## src/rtl/rx_flow_pkg.sv

```systemverilog
package rx_flow_pkg;

  localparam int NUM_TABLES  = 4;
  localparam int NUM_ENTRIES = 4;
  localparam logic [1:0] TAB_PROG = 2'd3;

  // Compare results handed from the datapath to the control.
  typedef struct packed {
    logic hitHalt;    // count at or above the stop threshold
    logic hitResume;  // count at or below the resume threshold
  } flowStrobe_t;

  // Fixed level tables; the programmable table returns 0 here.
  function automatic int levelOf(input int tab, input int idx);
    int v;
    v = 0;
    case (tab)
      0: case (idx) 0: v = 1; 1: v = 16; 2: v = 32; default: v = 56; endcase
      1: case (idx) 0: v = 4; 1: v = 16; 2: v = 32; default: v = 48; endcase
      2: case (idx) 0: v = 8; 1: v = 16; 2: v = 56; default: v = 60; endcase
      default: v = 0;
    endcase
    return v;
  endfunction

endpackage

```

## src/rtl/rx_flow_dp.sv

```systemverilog
module rx_flow_dp
  import rx_flow_pkg::*;
#(
  parameter int DEPTH = 64,
  localparam int CW = $clog2(DEPTH + 1)
) (
  input  logic [CW-1:0] fifoCount,
  input  logic [1:0]    tableSel,
  input  logic [1:0]    trigSel,
  input  logic [CW-1:0] progTrig,
  input  logic [CW-1:0] haltLevel,
  input  logic [CW-1:0] resumeLevel,
  output logic [CW-1:0] trigLevel,
  output logic [CW-1:0] haltTh,
  output logic [CW-1:0] resumeTh,
  output flowStrobe_t   strobe,
  output logic          dataAboveTrig
);

  logic [CW-1:0] lvl [NUM_TABLES][NUM_ENTRIES];

  for (genvar t = 0; t < NUM_TABLES; t++) begin : g_tab
    for (genvar i = 0; i < NUM_ENTRIES; i++) begin : g_ent
      assign lvl[t][i] = CW'(levelOf(t, i));
    end
  end

  always_comb begin
    if (tableSel == TAB_PROG) begin
      trigLevel = progTrig;
      haltTh    = haltLevel;
      resumeTh  = resumeLevel;
    end else begin
      trigLevel = lvl[tableSel][trigSel];
      haltTh    = (trigSel == 2'd3) ? CW'(DEPTH) : lvl[tableSel][trigSel + 2'd1];
      resumeTh  = (trigSel == 2'd0) ? '0 : lvl[tableSel][trigSel - 2'd1];
    end
  end

  assign strobe.hitHalt   = (fifoCount >= haltTh);
  assign strobe.hitResume = (fifoCount <= resumeTh);
  assign dataAboveTrig    = (fifoCount >= trigLevel);

endmodule

```

## src/rtl/rx_flow_ctl.sv

```systemverilog
module rx_flow_ctl
  import rx_flow_pkg::*;
(
  input  logic        clk,
  input  logic        rstN,
  input  flowStrobe_t strobe,
  output logic        rtsN
);

  // Stop wins over resume; otherwise the line holds.
  always_ff @(posedge clk or negedge rstN) begin
    if (!rstN)                 rtsN <= 1'b0;
    else if (strobe.hitHalt)   rtsN <= 1'b1;
    else if (strobe.hitResume) rtsN <= 1'b0;
  end

endmodule

```

## src/rtl/rx_flow_rts.sv

```systemverilog
module rx_flow_rts
  import rx_flow_pkg::*;
#(
  parameter int DEPTH = 64,
  localparam int CW = $clog2(DEPTH + 1)
) (
  input  logic          clk,
  input  logic          rstN,
  input  logic [CW-1:0] fifoCount,
  input  logic [1:0]    tableSel,
  input  logic [1:0]    trigSel,
  input  logic [CW-1:0] progTrig,
  input  logic [CW-1:0] haltLevel,
  input  logic [CW-1:0] resumeLevel,
  output logic          rtsN,
  output logic [CW-1:0] trigLevel,
  output logic          dataAboveTrig
);

  flowStrobe_t   strobe;
  logic [CW-1:0] haltTh;
  logic [CW-1:0] resumeTh;

  rx_flow_dp #(.DEPTH(DEPTH)) u_dp (
    .fifoCount    (fifoCount),
    .tableSel     (tableSel),
    .trigSel      (trigSel),
    .progTrig     (progTrig),
    .haltLevel    (haltLevel),
    .resumeLevel  (resumeLevel),
    .trigLevel    (trigLevel),
    .haltTh       (haltTh),
    .resumeTh     (resumeTh),
    .strobe       (strobe),
    .dataAboveTrig(dataAboveTrig)
  );

  rx_flow_ctl u_ctl (
    .clk   (clk),
    .rstN  (rstN),
    .strobe(strobe),
    .rtsN  (rtsN)
  );

endmodule

```

## config.mk

```make
export PLATFORM = sky130hd
export DESIGN_NAME = rx_flow_rts
export DESIGN_NICKNAME = d
export VERILOG_FILES = /design/src/rtl/rx_flow_pkg.sv /design/src/rtl/rx_flow_dp.sv /design/src/rtl/rx_flow_ctl.sv /design/src/rtl/rx_flow_rts.sv
export SDC_FILE = /design/constraint.sdc
export NUM_CORES = 1
export LEC_CHECK = 0
export ABC_CLOCK_PERIOD_IN_PS = 4100
export BUFFER_PORTS_ARGS = -buffer_cell sky130_fd_sc_hd__buf_4
export CAP_MARGIN = 10
export CORE_MARGIN = 2
export CORE_UTILIZATION = 40
export CTS_BUF_LIST = sky130_fd_sc_hd__clkbuf_8 sky130_fd_sc_hd__clkbuf_16
export DETAILED_ROUTE_END_ITERATION = 8
export GPL_TIMING_DRIVEN = 0
export PLACE_DENSITY = 0.81
export SYNTH_ARGS = -nofsm -noshare
export SYNTH_HDL_FRONTEND = slang
export SYNTH_SLANG_ARGS = --single-unit
```

## constraint.sdc

```tcl
create_clock -name clk -period 4.1 [get_ports clk]
set_input_delay 0.205 -clock clk [delete_from_list [all_inputs] [get_ports clk]]
set_output_delay 0.205 -clock clk [all_outputs]
set_load 0.01 [all_outputs]
```

# Word-level counts from Yosys, hierarchy flattened
# Index checks and enable logic that the tools add are counted.
# word_totals
output_inout_bits	9
ff_bits	1
input_bits	34
# classes
bitwise	4
n_addsub	2
reduce_logical	2
eq_ne	2
magnitude_cmp	7
muxes	19
# ops
op	n
2-to-1 mux 7 bit	11
binary-select mux 28 bit (select 2 bit)	1
2-to-1 mux 28 bit	2
binary-select mux 7 bit (select 2 bit)	3
greater-or-equal comparator 7 bit	2
greater-or-equal comparator 3 bit (second input constant)	4
inverter 2 -> 3 bit	4
less-or-equal comparator 7 bit	1
equality test 2 bit (second input constant)	2
adder 2 x 1 -> 2 bit (second input constant)	1
zero test 2 bit	1
2-to-1 mux 1 bit	2
nonzero test 2 bit	1
subtractor 2 x 1 -> 2 bit (second input constant)	1

# Depth between registers and ports, before layout
# Gate-level depths: netlist (run 1).
# depth
word_depth	12
mapped_depth	12
ltp_nobuf	11

# Hierarchy
# Synthesis (run 1) repeated with hierarchy kept, for this count alone.
# unflattened
hier_cells	140
hier_area_um2	965.9
# by_module_without_submodules
mod	n_inst	cells_each	area_each_um2
rx_flow_dp	1	137	929.6
rx_flow_ctl	1	3	36.3

# Worst setup path before layout (run 1)
# Ideal clock, no wire load.
# synth_path
path_kind	input to register
startpoint	in trigSel[0]
endpoint	reg u_ctl.rtsN
slack_ns	2.036
arrival_time_ns	1.928
setup_ns	0.136
path_buffers	1
cell_stages	11
path_cell_list	inv_1 > ha_1 > buf_2 > nor2b_1 > a22o_1 > a21oi_1 > ha_1 > a21oi_1 > a21oi_1 > o31ai_1 > o211ai_1
# synth_via
elab_chain_cells	9
# synth_lines
element	line	rtl
from (decl)	rx_flow_rts.sv:11	input logic [1:0] trigSel,
adder 2 x 1 -> 2 bit / subtractor 2 x 1 -> 2 bit (equally long branches)	rx_flow_dp.sv:35, rx_flow_dp.sv:36	
inverter 2 -> 3 bit (on tied branches)	rx_flow_dp.sv:35, rx_flow_dp.sv:36	
binary-select mux 7 bit (select 2 bit) (on tied branches)	rx_flow_dp.sv:35, rx_flow_dp.sv:36	
2-to-1 mux 7 bit (on tied branches) (3 in a row)	rx_flow_dp.sv:35, rx_flow_dp.sv:36	
2-to-1 mux 7 bit	rx_flow_dp.sv:29	if (tableSel == TAB_PROG) begin
greater-or-equal comparator 7 bit / less-or-equal comparator 7 bit (equally long branches)	rx_flow_dp.sv:40, rx_flow_dp.sv:41	
2-to-1 mux 1 bit / nonzero test 2 bit (equally long branches)	--	
to (signal assigned)	rx_flow_ctl.sv:12	if (!rstN) rtsN <= 1'b0;
to (signal assigned)	rx_flow_ctl.sv:13	else if (strobe.hitHalt) rtsN <= 1'b1;
to (signal assigned)	rx_flow_ctl.sv:14	else if (strobe.hitResume) rtsN <= 1'b0;
to (decl)	rx_flow_ctl.sv:7	output logic rtsN
# Several ways; a longest one is shown, not always the timed one. The select of a mux whose other input is x is not followed.
# A chain may end at the register's enable or synchronous reset.

# Worst setup path in the final report (run 1)
# Ends and elaborated chain as after synthesis.

==> results of run 1 <==
## cells in the mapped netlist, types with 2 or more instances
library cell,n
a21o_1,2
a21oi_1,8
a21oi_2,7
a22o_1,2
a32o_1,3
buf_2,2
buf_6,3
ha_1,23
inv_1,5
inv_2,5
mux2i_1,3
nand2_1,8
nor2_1,9
nor2b_1,3
nor3_1,4
o21a_1,2
o21ai_0,3
o31ai_1,2
## stage by stage
step | hold WS [ps] | cell area, sq um | std cells | utilization
finish | 527 | 1270 | 188 | 0.580
global route | 543 | 1270 | 188 | 0.580
floorplan | -90.6 | 910 | 117 | -
global placement | -19.5 | 1260 | 187 | 0.575
CTS | 527 | 1270 | 188 | 0.580
detailed placement | -17.0 | 1260 | 187 | 0.575
## where the power goes
group           total, W  switching (W)  internal [W]
sequential     0.0000132     0.00000108     0.0000122
combinational   0.000153      0.0000746     0.0000784
clock                  0              0             0
## kinds of logic (layout without fill, tap and decap cells)
group / after synthesis / in the layout / synth area share
and+or+nand+nor: 34 / 34 / 0.187
AOI/OAI and AO/OA: 40 / 40 / 0.338
DFF: 1 / 1 / 0.0275
buffers and inverters: 16 / 59 / 0.0977
muxes: 3 / 3 / 0.0330
adders and majority gates: 23 / 23 / 0.316
## worst max-delay path, delay by kind of cell
family | cells | cell delay, ps
and+or+nand+nor | 1 | 160
AOI/OAI and AO/OA | 6 | 940
adders and majority gates | 2 | 530
buffers and inverters | 3 | 430
## per-layer routing
metal / wire length (um) / GRT usage / up-vias
met5: 0 / 0 / -
met4: 0 / 0 / 0
met3: 114 / 0.00287 / 0
met2: 1320 / 0.378 / 27
met1: 1090 / 0.227 / 478
li1: - / - / 522
## path summary, 6_finish.rpt
| path | startpoint | endpoint | slack, ps | cells after the start |
|---|---|---|---|---|
| min | rstN | u_ctl.rtsN$_DFFE_PN0P_ | 530 | 2 |
| max | trigSel[0] | u_ctl.rtsN$_DFFE_PN0P_ | 1680 | 12 |
| max in group asynchronous | rstN | u_ctl.rtsN$_DFFE_PN0P_ | 3490 | 2 |
| min in group clk | fifoCount[6] | u_ctl.rtsN$_DFFE_PN0P_ | 610 | 4 |
| max reg2reg | u_ctl.rtsN$_DFFE_PN0P_ | u_ctl.rtsN$_DFFE_PN0P_ | 3310 | 3 |
| min reg2reg | u_ctl.rtsN$_DFFE_PN0P_ | u_ctl.rtsN$_DFFE_PN0P_ | 640 | 3 |
## area by class of cell
cell class | instances | area (sq um)
Buffer | 6 | 51.3
Fill cell | 200 | 921
Inverter | 10 | 37.5
Multi-Input combinational cell | 100 | 796
Sequential cell | 1 | 25.0
Tap cell | 28 | 35.0
Timing Repair Buffer | 43 | 325
## what timing repair did
item                                   4_1_cts  5_1_grt
hold buffers                                 1        0
endpoints found under the hold margin        1        0
resized for setup                            0        0
setup buffers                                0        0
==> results.md, run 1 <==
* Placer congestion estimate at 0.768
* Most common cell after layout, fill and taps aside: buf_4
* Cell Pwr Density at 131 nW/um^2
* Share of the synthesized area in the top cell type at 0.316
* Outcome: finished, final reports clean
* DR pass1 iterations at 4
* Die area at 2670 sq um
* VDD IR max at 0.0000901 V
* Buffers on Ports at 42
* Static Leak at 0.657 nW
* Max FFs per register at 1
* Path type of the worst min-delay path: input pin to async pin
* Slowest cell delay on critical path at 280 ps
* Mapped Area at 910 sq um
* Max Fclk at 0.413 GHz
* Ys Warns at 0
* WP data arrival at 2280 ps
* First-pass GRT wire length at 3950 um
* RSZ-0062 raised after global routing: false
* Antenna-violating nets left at 0
* Fin crit period at 2420 ps
* Ant diodes at 0
* Area leader, netlist: ha_1
* Dominant cells by area after synthesis: ha_1 (32%), a21oi_2 (6.7%), a21oi_1 (4.4%)
* Vias in the first global route at 943
* Critical Path Sink Type: flop
* Largest net degree at the start of global routing at 11
* Critical path's slowest cell: ha_1
* Max Clock Skew at 0 ps
* Number of cell rows at 17
* Biggest regs: u_ctl.rtsN x1
* Worst Setup Start Kind: input pin
* Crit Path Max Fanout at 10
* Hpwl dp at 2170 um
* Final wirelength at 2520 um
* Synth Net Count at 174
* Maxcap violations at 0
* Cells after Synth at 117
* CORE AREA at 2190 sq um
* Most frequent cells in the layout: buf_4 (43), ha_1 (23), nor2_1 (9)
* Drt via density at 5.46
* Final Cycle Share at 0.591
* FFs w/ async S/R, synth at 1.00
* GR Util All Layers at 0.186
* CTS clk-pin slew, worst paths at 0 ps
* Fin. max-slew vios at 0
* Pwr Total at 0.000166 W
* EDFF count, synth at 0
* FF+latch count, synth at 1
* Worst rel slew slack at 0.812
* Seq/Total Area, Yosys at 0.0275
* DRC viols at 0
* Avg Inst Size Synth at 7.77 sq um
* Number of distinct library cells after synthesis at 41
* Share of post-route cells with drive strength above 1 at 0.406
* Critical Path RT at 3960 ps
* Biggest register: u_ctl.rtsN
* Fin Setup TNS at 0 ps
* Setup ws final at 1680 ps
* Worst slew pin tran at 279 ps
* Die height at 51.7 um
* Worst-path cell chain: buf_4 -> inv_1 -> ha_1 -> buf_2 -> nor2b_1 -> a22o_1 -> a21oi_1 -> ha_1 -> a21oi_1 -> a21oi_1 -> o31ai_1 -> o211ai_1
* WL/cell at 13.4 um
* Setup WS pre-CTS at 1700 ps
* I/O pin total at 43
* Main flop type after synthesis: dfrtp_1
* Chip Width at 51.7 um
* Initial DRC Count at 20
* Initial antenna violation count at 0
* Setup violations, final at 0
* Later-pin clock latency in the skew report at 0 ps
* Grt total ovfl at 0
* Via count at 1027
* CP Class: input pin to flop
* Initial Util at 0.415
* Final hold vios at 0
* Area Overhead vs Synth at 39.6%
* Layout net count at 219
* Most frequent CP cell: a21oi_1
No activity file was read; power rests on OpenSTA's default activity.
==> inputs of run 2 (changes only) <==
- ABC_CLOCK_PERIOD_IN_PS: 4100 -> 2170
- PLACE_DENSITY: 0.81 -> 0.84
- clock period: 4.1 -> 2.17 ns (I/O delays scaled with it)
==> results.md, run 2 (same netlist as run 1, synthesis figures left out) <==
* Setup WS pre-CTS at -144 ps
* Ant diodes at 0
* First-pass GRT wire length at 4170 um
* Path type of the worst min-delay path: input pin to async pin
* Fin Setup TNS at 0 ps
* # fillers at 216
* Later-pin clock latency in the skew report at 0 ps
* Outcome: finished, final reports clean
* Maxcap violations at 0
* Max Fclk at 0.496 GHz
* Worst-path cell chain: buf_4 -> inv_2 -> ha_4 -> nor2b_2 -> a22o_1 -> a21oi_1 -> ha_1 -> a21oi_2 -> a21oi_1 -> o31ai_2 -> o211ai_1
* Drt via density at 5.55
* Footprint of the multi-input gates at 830 sq um
* DRC viols at 0
* Biggest regs: u_ctl.rtsN x1
* Slowest cell delay on critical path at 280 ps
* Most frequent CP cell: a21oi_1
* CP Class: input pin to flop
* Final Cycle Share at 0.928
* WL/cell at 13.6 um
* Crit-path leading delay family: compound AO/OA/AOI/OAI gates
* Final wirelength at 2550 um
* Critical Path Sink Type: flop
* Number of cell rows at 17
* Crit Reg-Reg Startpoint: u_ctl.rtsN$_DFFE_PN0P_
* Area Overhead vs Synth at 43.1%
* Share of post-route cells with drive strength above 1 at 0.453
* Via count at 1038
* Initial antenna violation count at 0
* Stages on the worst setup path at 11
* Worst slew pin tran at 276 ps
* Crit Path Max Fanout at 10
* CORE AREA at 2190 sq um
* Cell Pwr Density at 252 nW/um^2
* R2R depth at 3
* Most common cell after layout, fill and taps aside: buf_4
* Hpwl dp at 2210 um
* DR pass1 iterations at 4
* Most frequent cells in the layout: buf_4 (43), ha_1 (22), nor2_1 (9)
* Max FFs per register at 1
* Placed Cells incl. Taps at 187
* VDD IR max at 0.000218 V
* Antenna-violating nets left at 0
* Vias in the first global route at 997
* Die area at 2670 sq um
* Setup violations, final at 0
* R2r setup slk at 1370 ps
* Grt peak-use layer: met2
* Fin. max-slew vios at 0
* Chip Width at 51.7 um
* Worst Setup SP: trigSel[1]
* Reg2reg end: u_ctl.rtsN$_DFFE_PN0P_
* Static Leak at 0.655 nW
* FF/Latch Area at 25.0 sq um
* GR Util met1 at 0.230
* Final std cells w/o fill at 187
* Worst rel slew slack at 0.814
* Biggest register: u_ctl.rtsN
* I/O pin total at 43
* GR Util All Layers at 0.199
* Placer congestion estimate at 0.874
* Die height at 51.7 um
* Largest net degree at the start of global routing at 11
* Met3 usage at 0.0115
* Critical path's slowest cell: ha_1
* WP buf/inv at 2
* Met2 Usage GRT at 0.397
* Worst Setup Start Kind: input pin
* Layout net count at 218
* Buffers on Ports at 42
* Critical Path RT at 2020 ps
* Grt total ovfl at 0
* Max Clock Skew at 0 ps
* Initial DRC Count at 15
* CTS clk-pin slew, worst paths at 0 ps
* Setup ws final at 156 ps
* Initial Util at 0.415
* WP data arrival at 1870 ps
* Final hold vios at 0
* Worst Hold Margin at 426 ps
* Fin crit period at 2010 ps
* RSZ-0062 raised after global routing: false
[run 2: worst max-delay path by stage]
stage,endpoint,slack (ps)
after detailed placement,u_ctl.rtsN$_DFFE_PN0P_,-140
after CTS,u_ctl.rtsN$_DFFE_PN0P_,80
after global placement,u_ctl.rtsN$_DFFE_PN0P_,-90
final,u_ctl.rtsN$_DFFE_PN0P_,160
after floorplan,u_ctl.rtsN$_DFFE_PN0P_,200
after global routing,u_ctl.rtsN$_DFFE_PN0P_,7
[run 2: layer usage]
metal / wire length, um / vias to the layer above
li1: - / 524
met1: 1070 / 478
met2: 1330 / 32
met3: 108 / 4
met4: 38 / 0
met5: 0 / -
[run 2: stage by stage]
| step | power (W) | util | cell area (sq um) |
|---|---|---|---|
| after floorplan | 0.000194 | - | 910 |
| after global placement | 0.000297 | 0.575 | 1260 |
| after detailed placement | 0.000311 | 0.575 | 1260 |
| after CTS | 0.000318 | 0.583 | 1280 |
| after global routing | 0.000362 | 0.594 | 1300 |
| final | 0.000327 | 0.594 | 1300 |
[run 2: timing repair]
item | 4_1_cts | 5_1_grt
setup endpoints to repair | 1 | 1
hold buffers | 1 | 0
setup buffers | 0 | 0
resized for setup | 3 | 7
endpoints found under the hold margin | 1 | 0
pin swaps | 3 | 1
[run 2: area by class of cell]
cell class | count | area share
well taps | 28 | 0.0269
repair buffers | 43 | 0.250
plain buffers | 5 | 0.0356
multi-input cells | 100 | 0.637
inverters | 10 | 0.0308
flip-flops and latches | 1 | 0.0192
[run 2: power by group]
group	internal (W)	total, W	switching [W]	leakage, nW
Clock	0	0	0	0
Combinational	0.000157	0.000302	0.000146	0.644
Sequential	0.0000230	0.0000252	0.00000221	0.0105
[run 2: worst register-to-register path, cell delays in order (launching register included)]
cell      delay (ps)
dfrtp_1          360
o21a_1           120
o31ai_2           50
o211ai_1         130
==> inputs of run 3 (changes only) <==
- CORE_MARGIN: 2 -> 5
- CORE_UTILIZATION: 40 -> 30
- PLACE_DENSITY: 0.84 -> 0.69
==> results.md, run 3 (same netlist as run 1, synthesis figures left out) <==
* Area Overhead vs Synth at 44.2%
* Worst-path cell chain: buf_4 -> inv_2 -> ha_4 -> nor2b_1 -> a22o_1 -> a21oi_2 -> ha_4 -> a21oi_2 -> a21oi_1 -> o31ai_1 -> o211ai_1
* Initial DRC Count at 86
* Antenna-violating nets left at 0
* Ant diodes at 0
* Number of cell rows at 20
* Chip Width at 65.1 um
* Placed Cells incl. Taps at 192
* Via count at 1032
* Fin crit period at 2050 ps
* CTS clk-pin slew, worst paths at 0 ps
* Worst rel slew slack at 0.736
* Max Fclk at 0.488 GHz
* Initial antenna violation count at 0
* Path type of the worst min-delay path: input pin to async pin
* DRC viols at 0
* R2R depth at 3
* Reg2reg end: u_ctl.rtsN$_DFFE_PN0P_
* Max Clock Skew at 0 ps
* R2r setup slk at 1370 ps
* Biggest register: u_ctl.rtsN
* Worst slew pin tran at 392 ps
* Worst Setup Start Kind: input pin
* Worst Setup SP: trigSel[1]
* Later-pin clock latency in the skew report at 0 ps
* Final std cells w/o fill at 192
* Buffers on Ports at 42
* Initial Util at 0.305
* Pwr Total at 0.000327 W
* I/O pin total at 43
* CORE AREA at 2980 sq um
* Critical Path RT at 2030 ps
* Biggest regs: u_ctl.rtsN x1
* Die height at 65.1 um
* Drt via density at 5.38
* Static Leak at 0.653 nW
* Crit Path Max Fanout at 10
* Critical path's slowest cell: ha_4
* Maxcap violations at 0
* Cell Pwr Density at 250 nW/um^2
* Final Cycle Share at 0.944
* Share of post-route cells with drive strength above 1 at 0.447
* Hpwl dp at 2360 um
* Most common cell after layout, fill and taps aside: buf_4
* Footprint of the multi-input gates at 833 sq um
* Final wirelength at 2820 um
* Die area at 4230 sq um
* First-pass GRT wire length at 4470 um
* FF/Latch Area at 25.0 sq um
* Critical Path Sink Type: flop
* Critical Path End: u_ctl.rtsN$_DFFE_PN0P_
* Final hold vios at 0
* Outcome: finished, final reports clean
* Setup bufs post-CTS at 0
* CP Class: input pin to flop
* WP data arrival at 1900 ps
* Largest net degree at the start of global routing at 11
* Crit Reg-Reg Startpoint: u_ctl.rtsN$_DFFE_PN0P_
* Worst Hold Margin at 429 ps
* Most frequent cells in the layout: buf_4 (43), ha_1 (21), nor2_1 (9), a21oi_2 (9), nand2_1 (8)
* WL/cell at 14.7 um
* Setup violations, final at 0
* Placer congestion estimate at 0.948
* Vias in the first global route at 995
* Slowest cell delay on critical path at 230 ps
* Fin. max-slew vios at 0
* # fillers at 299
* DR pass1 iterations at 4
* Layout net count at 218
* GR Util All Layers at 0.128
* Grt total ovfl at 0
* RSZ-0062 raised after global routing: false
* VDD IR max at 0.000138 V
* Max FFs per register at 1
-- run 3: cell counts in the layout (fill, tap and decap cells not counted) --
Identical to the previous run, type by type.
-- run 3: repair_timing --
item | in CTS | in global routing
resized for setup | 5 | 4
hold endpoints to repair | 1 | 0
endpoints found under the setup margin | 1 | 1
hold buffers | 1 | 0
pin swaps | 2 | 2
-- run 3: area by class of cell --
| class | instances | area share |
|---|---|---|
| Sequential cell | 1 | 0.0191 |
| Inverter | 10 | 0.0305 |
| Timing Repair Buffer | 43 | 0.248 |
| Multi-Input combinational cell | 100 | 0.635 |
| Buffer | 5 | 0.0353 |
| Tap cell | 33 | 0.0315 |
-- run 3: worst min path at each step --
stage,from,endpoint,depth (start not counted)
after floorplan,rstN,u_ctl.rtsN$_DFFE_PN0P_,0
after global placement,rstN,u_ctl.rtsN$_DFFE_PN0P_,1
after detailed placement,rstN,u_ctl.rtsN$_DFFE_PN0P_,1
after CTS,rstN,u_ctl.rtsN$_DFFE_PN0P_,2
after global routing,rstN,u_ctl.rtsN$_DFFE_PN0P_,2
final,rstN,u_ctl.rtsN$_DFFE_PN0P_,2
-- run 3: per-layer routing --
| layer | vias up | routed length, um | global-route usage |
|---|---|---|---|
| li1 | 519 | - | - |
| met2 | 41 | 1460 | 0.250 |
| met5 | - | 0 | 0 |
| met3 | 2 | 206 | 0.0156 |
| met1 | 470 | 1130 | 0.155 |
| met4 | 0 | 15 | 0.00518 |
-- run 3: critical path, delay by kind of cell --
| family | cells | cell delay (ps) |
|---|---|---|
| AOI/OAI and AO/OA | 6 | 960 |
| adders and majority gates | 2 | 450 |
| buffers and inverters | 2 | 230 |
| and+or+nand+nor | 1 | 150 |
-- run 3: power breakdown --
group,switching [W],leakage (nW),internal (W),total [W]
sequential,0.00000217,0.0105,0.0000230,0.0000251
clock,0,0,0,0
combinational,0.000145,0.643,0.000157,0.000302
-- run 3: stage by stage --
step	setup TNS [ps]	setup slack [ps]	utilization	area, sq um
floorplan	0	203	-	910
global placement	-100	-100	0.425	1270
detailed placement	-203	-203	0.425	1270
CTS	0	12.5	0.434	1290
global route	0	5.64	0.440	1310
finish	0	121	0.440	1310
